==> src/rtl/lpr_pkg.sv <==
package lpr_pkg;

   localparam int CA_W = 4;

   // Refresh code: bits 1:0 low, bit 2 high, bit 3 picks the refresh kind.
   function automatic logic [CA_W-1:0] ref_code(input logic all_banks);
      return {all_banks, 1'b1, 1'b0, 1'b0};
   endfunction

endpackage

==> src/rtl/lpr_bank_ptr.sv <==
module lpr_bank_ptr #(
   parameter int NUM_BANKS = 8
) (
   input  logic                         clk,
   input  logic                         rst_n,
   input  logic                         step,
   input  logic                         clear,
   output logic [$clog2(NUM_BANKS)-1:0] ptr
);
   localparam int PTR_W = $clog2(NUM_BANKS);
   localparam logic [PTR_W-1:0] LAST = PTR_W'(NUM_BANKS - 1);

   generate
      if (NUM_BANKS < 2) begin : g_bad_banks
         $error("lpr_bank_ptr: NUM_BANKS must be at least 2");
      end
   endgenerate

   logic [PTR_W-1:0] ptr_next;

   generate
      if ((1 << PTR_W) == NUM_BANKS) begin : g_pow2
         assign ptr_next = ptr + 1'b1;
      end else begin : g_wrap
         assign ptr_next = (ptr == LAST) ? '0 : ptr + 1'b1;
      end
   endgenerate

   always_ff @(posedge clk or negedge rst_n) begin
      if (!rst_n)      ptr <= '0;
      else if (clear)  ptr <= '0;
      else if (step)   ptr <= ptr_next;
   end

   logic armed;
   always_ff @(posedge clk or negedge rst_n) begin
      if (!rst_n) armed <= 1'b0;
      else        armed <= 1'b1;
   end

   AST_PTR_WRAP: assert property (@(posedge clk) disable iff (!rst_n)
      (armed && $past(step && !clear) && $past(ptr) == LAST) |-> ptr == '0);
   AST_PTR_CLEAR: assert property (@(posedge clk) disable iff (!rst_n)
      (armed && $past(clear)) |-> ptr == '0);
endmodule

==> src/rtl/lpr_busy_timers.sv <==
module lpr_busy_timers #(
   parameter int NUM_BANKS = 8,
   parameter int PB_CYC    = 3,
   parameter int AB_CYC    = 5
) (
   input  logic                 clk,
   input  logic                 rst_n,
   input  logic [NUM_BANKS-1:0] load_one,
   input  logic                 load_all,
   output logic [NUM_BANKS-1:0] busy
);
   localparam int CNT_W = $clog2(AB_CYC + 1);

   generate
      if (PB_CYC < 1 || AB_CYC < PB_CYC) begin : g_bad_cyc
         $error("lpr_busy_timers: need 1 <= PB_CYC <= AB_CYC");
      end
   endgenerate

   for (genvar b = 0; b < NUM_BANKS; b++) begin : g_bank
      logic [CNT_W-1:0] cnt;
      always_ff @(posedge clk or negedge rst_n) begin
         if (!rst_n)           cnt <= '0;
         else if (load_all)    cnt <= CNT_W'(AB_CYC);
         else if (load_one[b]) cnt <= CNT_W'(PB_CYC);
         else if (cnt != '0)   cnt <= cnt - 1'b1;
      end
      assign busy[b] = (cnt != '0);

      AST_BUSY_ON_LOAD: assert property (@(posedge clk) disable iff (!rst_n)
         (load_one[b] || load_all) |=> busy[b]);
   end
endmodule

==> src/rtl/lpr_burst_window.sv <==
module lpr_burst_window #(
   parameter int BURST_MAX = 8,
   parameter int WIN       = 160
) (
   input  logic clk,
   input  logic rst_n,
   input  logic issue,
   output logic room
);
   localparam int AGE_W = $clog2(WIN);
   localparam int CNT_W = $clog2(BURST_MAX + 1);
   localparam logic [AGE_W-1:0] AGE_END = AGE_W'(WIN - 1);

   generate
      if (BURST_MAX < 1 || WIN < 2 * BURST_MAX) begin : g_bad_win
         $error("lpr_burst_window: need BURST_MAX >= 1 and WIN >= 2*BURST_MAX");
      end
   endgenerate

   logic [BURST_MAX-1:0] valid;
   logic [BURST_MAX-1:0] active;
   logic [BURST_MAX-1:0] alloc_oh;
   logic [AGE_W-1:0]     age [BURST_MAX];
   logic [CNT_W-1:0]     used;

   // A slot whose age reached the last cycle no longer counts.
   always_comb begin
      for (int s = 0; s < BURST_MAX; s++) begin
         active[s] = valid[s] && (age[s] != AGE_END);
      end
   end

   always_comb begin
      logic found;
      found    = 1'b0;
      alloc_oh = '0;
      used     = '0;
      for (int s = 0; s < BURST_MAX; s++) begin
         if (active[s]) used = used + 1'b1;
         if (!active[s] && !found) begin
            alloc_oh[s] = 1'b1;
            found       = 1'b1;
         end
      end
   end

   assign room = (used < CNT_W'(BURST_MAX));

   for (genvar s = 0; s < BURST_MAX; s++) begin : g_slot
      always_ff @(posedge clk or negedge rst_n) begin
         if (!rst_n) begin
            valid[s] <= 1'b0;
            age[s]   <= '0;
         end else if (issue && alloc_oh[s]) begin
            valid[s] <= 1'b1;
            age[s]   <= '0;
         end else if (valid[s]) begin
            if (age[s] == AGE_END) valid[s] <= 1'b0;
            else                   age[s]   <= age[s] + 1'b1;
         end
      end
   end

   AST_WIN_CAP: assert property (@(posedge clk) disable iff (!rst_n)
      $countones(active) <= BURST_MAX);
   AST_WIN_FULL_HOLD: assert property (@(posedge clk) disable iff (!rst_n)
      ($countones(active) == BURST_MAX) |-> !issue);
endmodule

==> src/rtl/lp_refresh_issuer.sv <==
module lp_refresh_issuer
   import lpr_pkg::*;
#(
   parameter int NUM_BANKS = 8,
   parameter int PB_CYC    = 3,
   parameter int AB_CYC    = 5,
   parameter int BURST_MAX = 8,
   parameter int WIN_MULT  = 32
) (
   input  logic                 clk,
   input  logic                 rst_n,
   input  logic [NUM_BANKS-1:0] bank_idle,
   input  logic                 ref_req,
   input  logic                 ref_all,
   output logic                 cmd_en,
   output logic [CA_W-1:0]      cmd_ca,
   output logic [NUM_BANKS-1:0] bank_busy,
   output logic                 ref_done
);
   localparam int WIN   = WIN_MULT * AB_CYC;
   localparam int PTR_W = $clog2(NUM_BANKS);

   generate
      if (WIN_MULT < 1) begin : g_bad_mult
         $error("lp_refresh_issuer: WIN_MULT must be positive");
      end
   endgenerate

   logic [PTR_W-1:0]     ptr;
   logic [NUM_BANKS-1:0] tgt_oh;
   logic                 room;
   logic                 pb_ok, ab_ok;
   logic                 issue, issue_pb, issue_ab;

   assign tgt_oh   = NUM_BANKS'(1) << ptr;
   assign pb_ok    = |(tgt_oh & bank_idle & ~bank_busy);
   assign ab_ok    = (&bank_idle) && !(|bank_busy);
   assign issue    = ref_req && room && (ref_all ? ab_ok : pb_ok);
   assign issue_pb = issue && !ref_all;
   assign issue_ab = issue && ref_all;

   lpr_bank_ptr #(.NUM_BANKS(NUM_BANKS)) u_ptr (
      .clk   (clk),
      .rst_n (rst_n),
      .step  (issue_pb),
      .clear (issue_ab),
      .ptr   (ptr)
   );

   lpr_busy_timers #(.NUM_BANKS(NUM_BANKS), .PB_CYC(PB_CYC), .AB_CYC(AB_CYC)) u_busy (
      .clk      (clk),
      .rst_n    (rst_n),
      .load_one (issue_pb ? tgt_oh : '0),
      .load_all (issue_ab),
      .busy     (bank_busy)
   );

   lpr_burst_window #(.BURST_MAX(BURST_MAX), .WIN(WIN)) u_win (
      .clk   (clk),
      .rst_n (rst_n),
      .issue (issue),
      .room  (room)
   );

   always_ff @(posedge clk or negedge rst_n) begin
      if (!rst_n) begin
         cmd_en   <= 1'b0;
         cmd_ca   <= '0;
         ref_done <= 1'b0;
      end else begin
         cmd_en   <= issue;
         cmd_ca   <= issue ? ref_code(ref_all) : '0;
         ref_done <= issue;
      end
   end

   AST_CA_REFRESH: assert property (@(posedge clk) disable iff (!rst_n)
      cmd_en |-> (cmd_ca[2:0] == 3'b100));
   AST_CA_QUIET: assert property (@(posedge clk) disable iff (!rst_n)
      !cmd_en |-> (cmd_ca == '0));
   AST_PB_ONE_BUSY: assert property (@(posedge clk) disable iff (!rst_n)
      (cmd_en && !cmd_ca[3]) |-> $onehot(bank_busy & ~$past(bank_busy)));
   AST_AB_ALL_BUSY: assert property (@(posedge clk) disable iff (!rst_n)
      (cmd_en && cmd_ca[3]) |-> (&bank_busy));
   AST_AB_NEED_IDLE: assert property (@(posedge clk) disable iff (!rst_n)
      (cmd_en && cmd_ca[3]) |-> ((&$past(bank_idle)) && !(|$past(bank_busy))));
   AST_DONE_ONE_CYCLE: assert property (@(posedge clk) disable iff (!rst_n)
      ref_done |=> !ref_done || $past(ref_req));
endmodule

==> config.mk <==
export PLATFORM = sky130hd
export DESIGN_NAME = lp_refresh_issuer
export DESIGN_NICKNAME = d
export VERILOG_FILES = /design/src/rtl/lpr_pkg.sv /design/src/rtl/lpr_bank_ptr.sv /design/src/rtl/lpr_busy_timers.sv /design/src/rtl/lpr_burst_window.sv /design/src/rtl/lp_refresh_issuer.sv
export SDC_FILE = /design/constraint.sdc
export NUM_CORES = 1
export LEC_CHECK = 0
export BUFFER_PORTS_ARGS = -buffer_cell sky130_fd_sc_hd__buf_4
export CAP_MARGIN = 20
export CORE_MARGIN = 3
export CORE_UTILIZATION = 50
export CTS_CLUSTER_DIAMETER = 200
export DETAILED_ROUTE_END_ITERATION = 10
export PLACE_DENSITY = 0.69
export SYNTH_ARGS = -nofsm -noshare
export SYNTH_HDL_FRONTEND = slang
export SYNTH_SLANG_ARGS = --single-unit
==> constraint.sdc <==
create_clock -name clk -period 4.49 [get_ports clk]
set_input_delay 0.6735 -clock clk [delete_from_list [all_inputs] [get_ports clk]]
set_output_delay 0.6735 -clock clk [all_outputs]
set_load 0.1 [all_outputs]
==> metrics.cfg <==
[status]
status=finished, violations left
violations=negative setup slack

[global_routing]
gr-total-overflow=0
grt_pass1_vias=4930
grt_max_degree=71
grt_antenna_before_repair=0
grt_usage_pct=21.2
grt_pass1_wl_mm=23.0

[clock_network]
clkSlewWorstSetupHoldPaths_ps=70
h-tree-depth=3
cts_buffer_depth=2
insertion_delay_ps=350
cts.sinks=101
cts_buffers=9
tritoncts=yes
cts_root_buffer=clkbuf_16

[route]
drtIter0Drc=315
ant_nets=0
vias=5074
viasPerCell=5.81
wire_per_inst_um=15.9
firstDrtPassIters=4
drc=0
totalWireLength_mm=13.9

[timing]
fin_hold_ws_ps=451
finalClockSkew_ps=8.34
totalNegativeSetupSlack_ps=-375
finalWorstSetupSlack_ps=-58.4
max_freq_ghz=0.220
grt_setup_unrepaired=yes
period_needed_ps=4550
setup_viol=15
hold_violations=0
period_share_pct=101
max-slew-margin-rel_pct=39.9
slew_violations=0
worstMarginPinSlew_ps=902

[final_layout]
multi_input_area_um2=3570
regArea_um2=2530
drive_above_1_share_pct=21.6
final_util_pct=63.7
antenna_cells=0
layout.nets=778
area_growth_pct=21.9
fill_cells=955

[pwr]
max-vdd-ir-drop_mv=0.711
p_clk_share_pct=12.8
power_leakage_nw=3.31
switchingPower_w=0.00276
combPwrFrac_pct=66.2
power_density_nw_per_um2=829
cellInternalPower_w=0.00343
seq_power_share_pct=21.0
swShare_pct=44.6

[yosys]
syn_area_um2=6120
synth-edff-count=0
async_flop_share_pct=100
ys_ff_latch=101
synth_cell_type_count=66
synth_ff_type=dfrtp_1
seq_area_frac_synth_pct=41.3
syn_avg_cell_area_um2=9.16
yosys_warnings=0
synthCells=668

[placement]
numPortBuffers=23
post-dp-hpwl_mm=9.46
place.gp.congestion=0.809

[critical_path]
cp.arrival_ps=4790
startpoint_type=flop
cp-end-kind=flop
critPathRequiredTime_ps=4730
cp_max_fo=5
crit_type=flop to flop

[die]
rows=39
die_y_um=117
coreArea_um2=11700
initial_utilization_pct=52.3
dieArea_um2=13600
die_x_um=117
io_pins=26

[job]
cap_viol_max_count=0

[worst_hold_path]
hold_class=input pin to asynchronous set/reset pin

-- flip-flops by register name (all words and copies together) (netlist names) --
signal / count
u_win.valid: 8
cmd_ca: 2
u_busy.g_bank.cnt: 24
u_win.age: 64
u_ptr.ptr: 3
-- through the flow --
| step | instance area, um^2 | std cells | total power [W] | worst slack, ps |
|---|---|---|---|---|
| floorplan | 6190 | 669 | 0.00342 | 19.2 |
| global placement | 6700 | 843 | 0.00405 | 72.7 |
| detailed placement | 6700 | 843 | 0.00414 | -201 |
| CTS | 7240 | 865 | 0.00569 | -87.2 |
| global route | 7460 | 874 | 0.00657 | -310 |
| finish | 7460 | 874 | 0.00619 | -58.4 |
-- synthesized netlist by cell type (9+ instances only) --
cell type,n,area [um^2]
nor2_1,40,150
nor3_1,15,75.1
o211ai_1,18,135
mux2i_1,9,90.1
nand4_1,16,100
nand2_1,60,225
o21ai_0,38,190
ha_1,39,488
xnor2_1,22,193
xor2_1,18,158
clkbuf_1,15,56.3
or3_1,10,62.6
a31oi_1,10,62.6
a21oi_1,28,140
nand3_1,46,230
inv_1,63,236
dfrtp_1,101,2530
-- power groups by stage --
| stage | registers, W | clock network [W] | logic, W |
|---|---|---|---|
| floorplan | 0.00133 | 0 | 0.00209 |
| CTS | 0.00130 | 0.000813 | 0.00359 |
| detailed placement | 0.00131 | 0 | 0.00283 |
| global placement | 0.00130 | 0 | 0.00275 |
| global route | 0.00132 | 0.000849 | 0.00439 |
| finish | 0.00130 | 0.000792 | 0.00410 |
-- metal layers --
| layer | vias up | routed length [um] | GRT usage, % | part of all wire (%) |
|---|---|---|---|---|
| li1 | 2465 | - | - | - |
| met1 | 2498 | 6050 | 26.6 | 44 |
| met2 | 92 | 7080 | 35.8 | 51 |
| met3 | 19 | 532 | 5.34 | 3.8 |
| met4 | 0 | 199 | 7.57 | 1.4 |
| met5 | - | 0 | 0 | 0 |
-- cell usage in the layout, fill, tap and decap left out, drive strengths merged, types with 9 or more instances in the layout --
cell type  count
dfrtp        101
nand2         60
nand3         46
mux2i          9
clkbuf        11
or3           10
nor2          41
buf           75
o21ai         44
a31oi         10
xnor2         22
xor2          20
ha            39
a21oi         29
o211ai        18
nand4         16
nor3          16
inv           64
-- worst max-delay path: stages, from the launching register on --
cell and delay [ps]:
dfrtp_1 360, ha_2 200, and3_4 180, nand4_1 110, nand2_2 100, inv_2 50, ha_4 270, nor4bb_4 190
a22o_1 230, nor2_4 60, xor2_2 180, a21oi_2 160, ha_1 270, xnor2_1 160, nor3_1 60, a211oi_1 220
ha_1 270, nand3_1 60, nor2_1 50, a32o_2 310, buf_12 160, xnor2_4 160, nand3_4 160, buf_4 200
a211o_1 250
-- area by class of cell --
class,instances,share of cell area [%]
inverter,64,3.25
clock inverter,4,0.637
sequential,101,33.9
tap,143,2.40
multi-input combinational,476,47.8
clock buffer,11,3.39
timing repair buffer,75,8.64
-- cells by family after synthesis --
logic type / count (synthesis) / synth area share [%]
AO/OA/AOI/OAI: 149 / 16.3
buffers and inverters: 93 / 6.27
XOR/XNOR: 43 / 6.93
AND/OR/NAND/NOR: 232 / 19.5
flip-flops: 101 / 41.3
adder cells (fa/ha/maj): 39 / 7.97
other: 1 / 0.0613
multiplexers: 10 / 1.66
-- timing repair --
| item | 4_1_cts | 5_1_grt |
|---|---|---|
| hold buffers | 0 | 0 |
| resized for setup | 39 | 42 |
| pin swaps | 28 | 39 |
| buffers inserted | 8 | 9 |
| endpoints found under the setup margin | 69 | 101 |
| cloned | 1 | 0 |
-- path summary, 6_finish.rpt --
kind | slack (ps) | startpoint | cells after the start | to
worst max register to register | -60 | u_win.age[57]$_DFFE_PN0P_ | 24 | u_busy.g_bank[0].cnt[1]$_DFFE_PN0P_
worst min register to register | 490 | u_win.age[63]$_DFFE_PN0P_ | 1 | u_win.age[63]$_DFFE_PN0P_
max in group asynchronous | 3080 | rst_n | 2 | u_win.age[33]$_DFFE_PN0P_
worst max-delay path | -60 | u_win.age[57]$_DFFE_PN0P_ | 24 | u_busy.g_bank[0].cnt[1]$_DFFE_PN0P_
worst min-delay path | 450 | rst_n | 1 | u_busy.g_bank[6].cnt[0]$_DFFE_PN0P_
min in group clk | 490 | u_win.age[63]$_DFFE_PN0P_ | 1 | u_win.age[63]$_DFFE_PN0P_
Note: power is estimated with default switching activity, not from simulation.
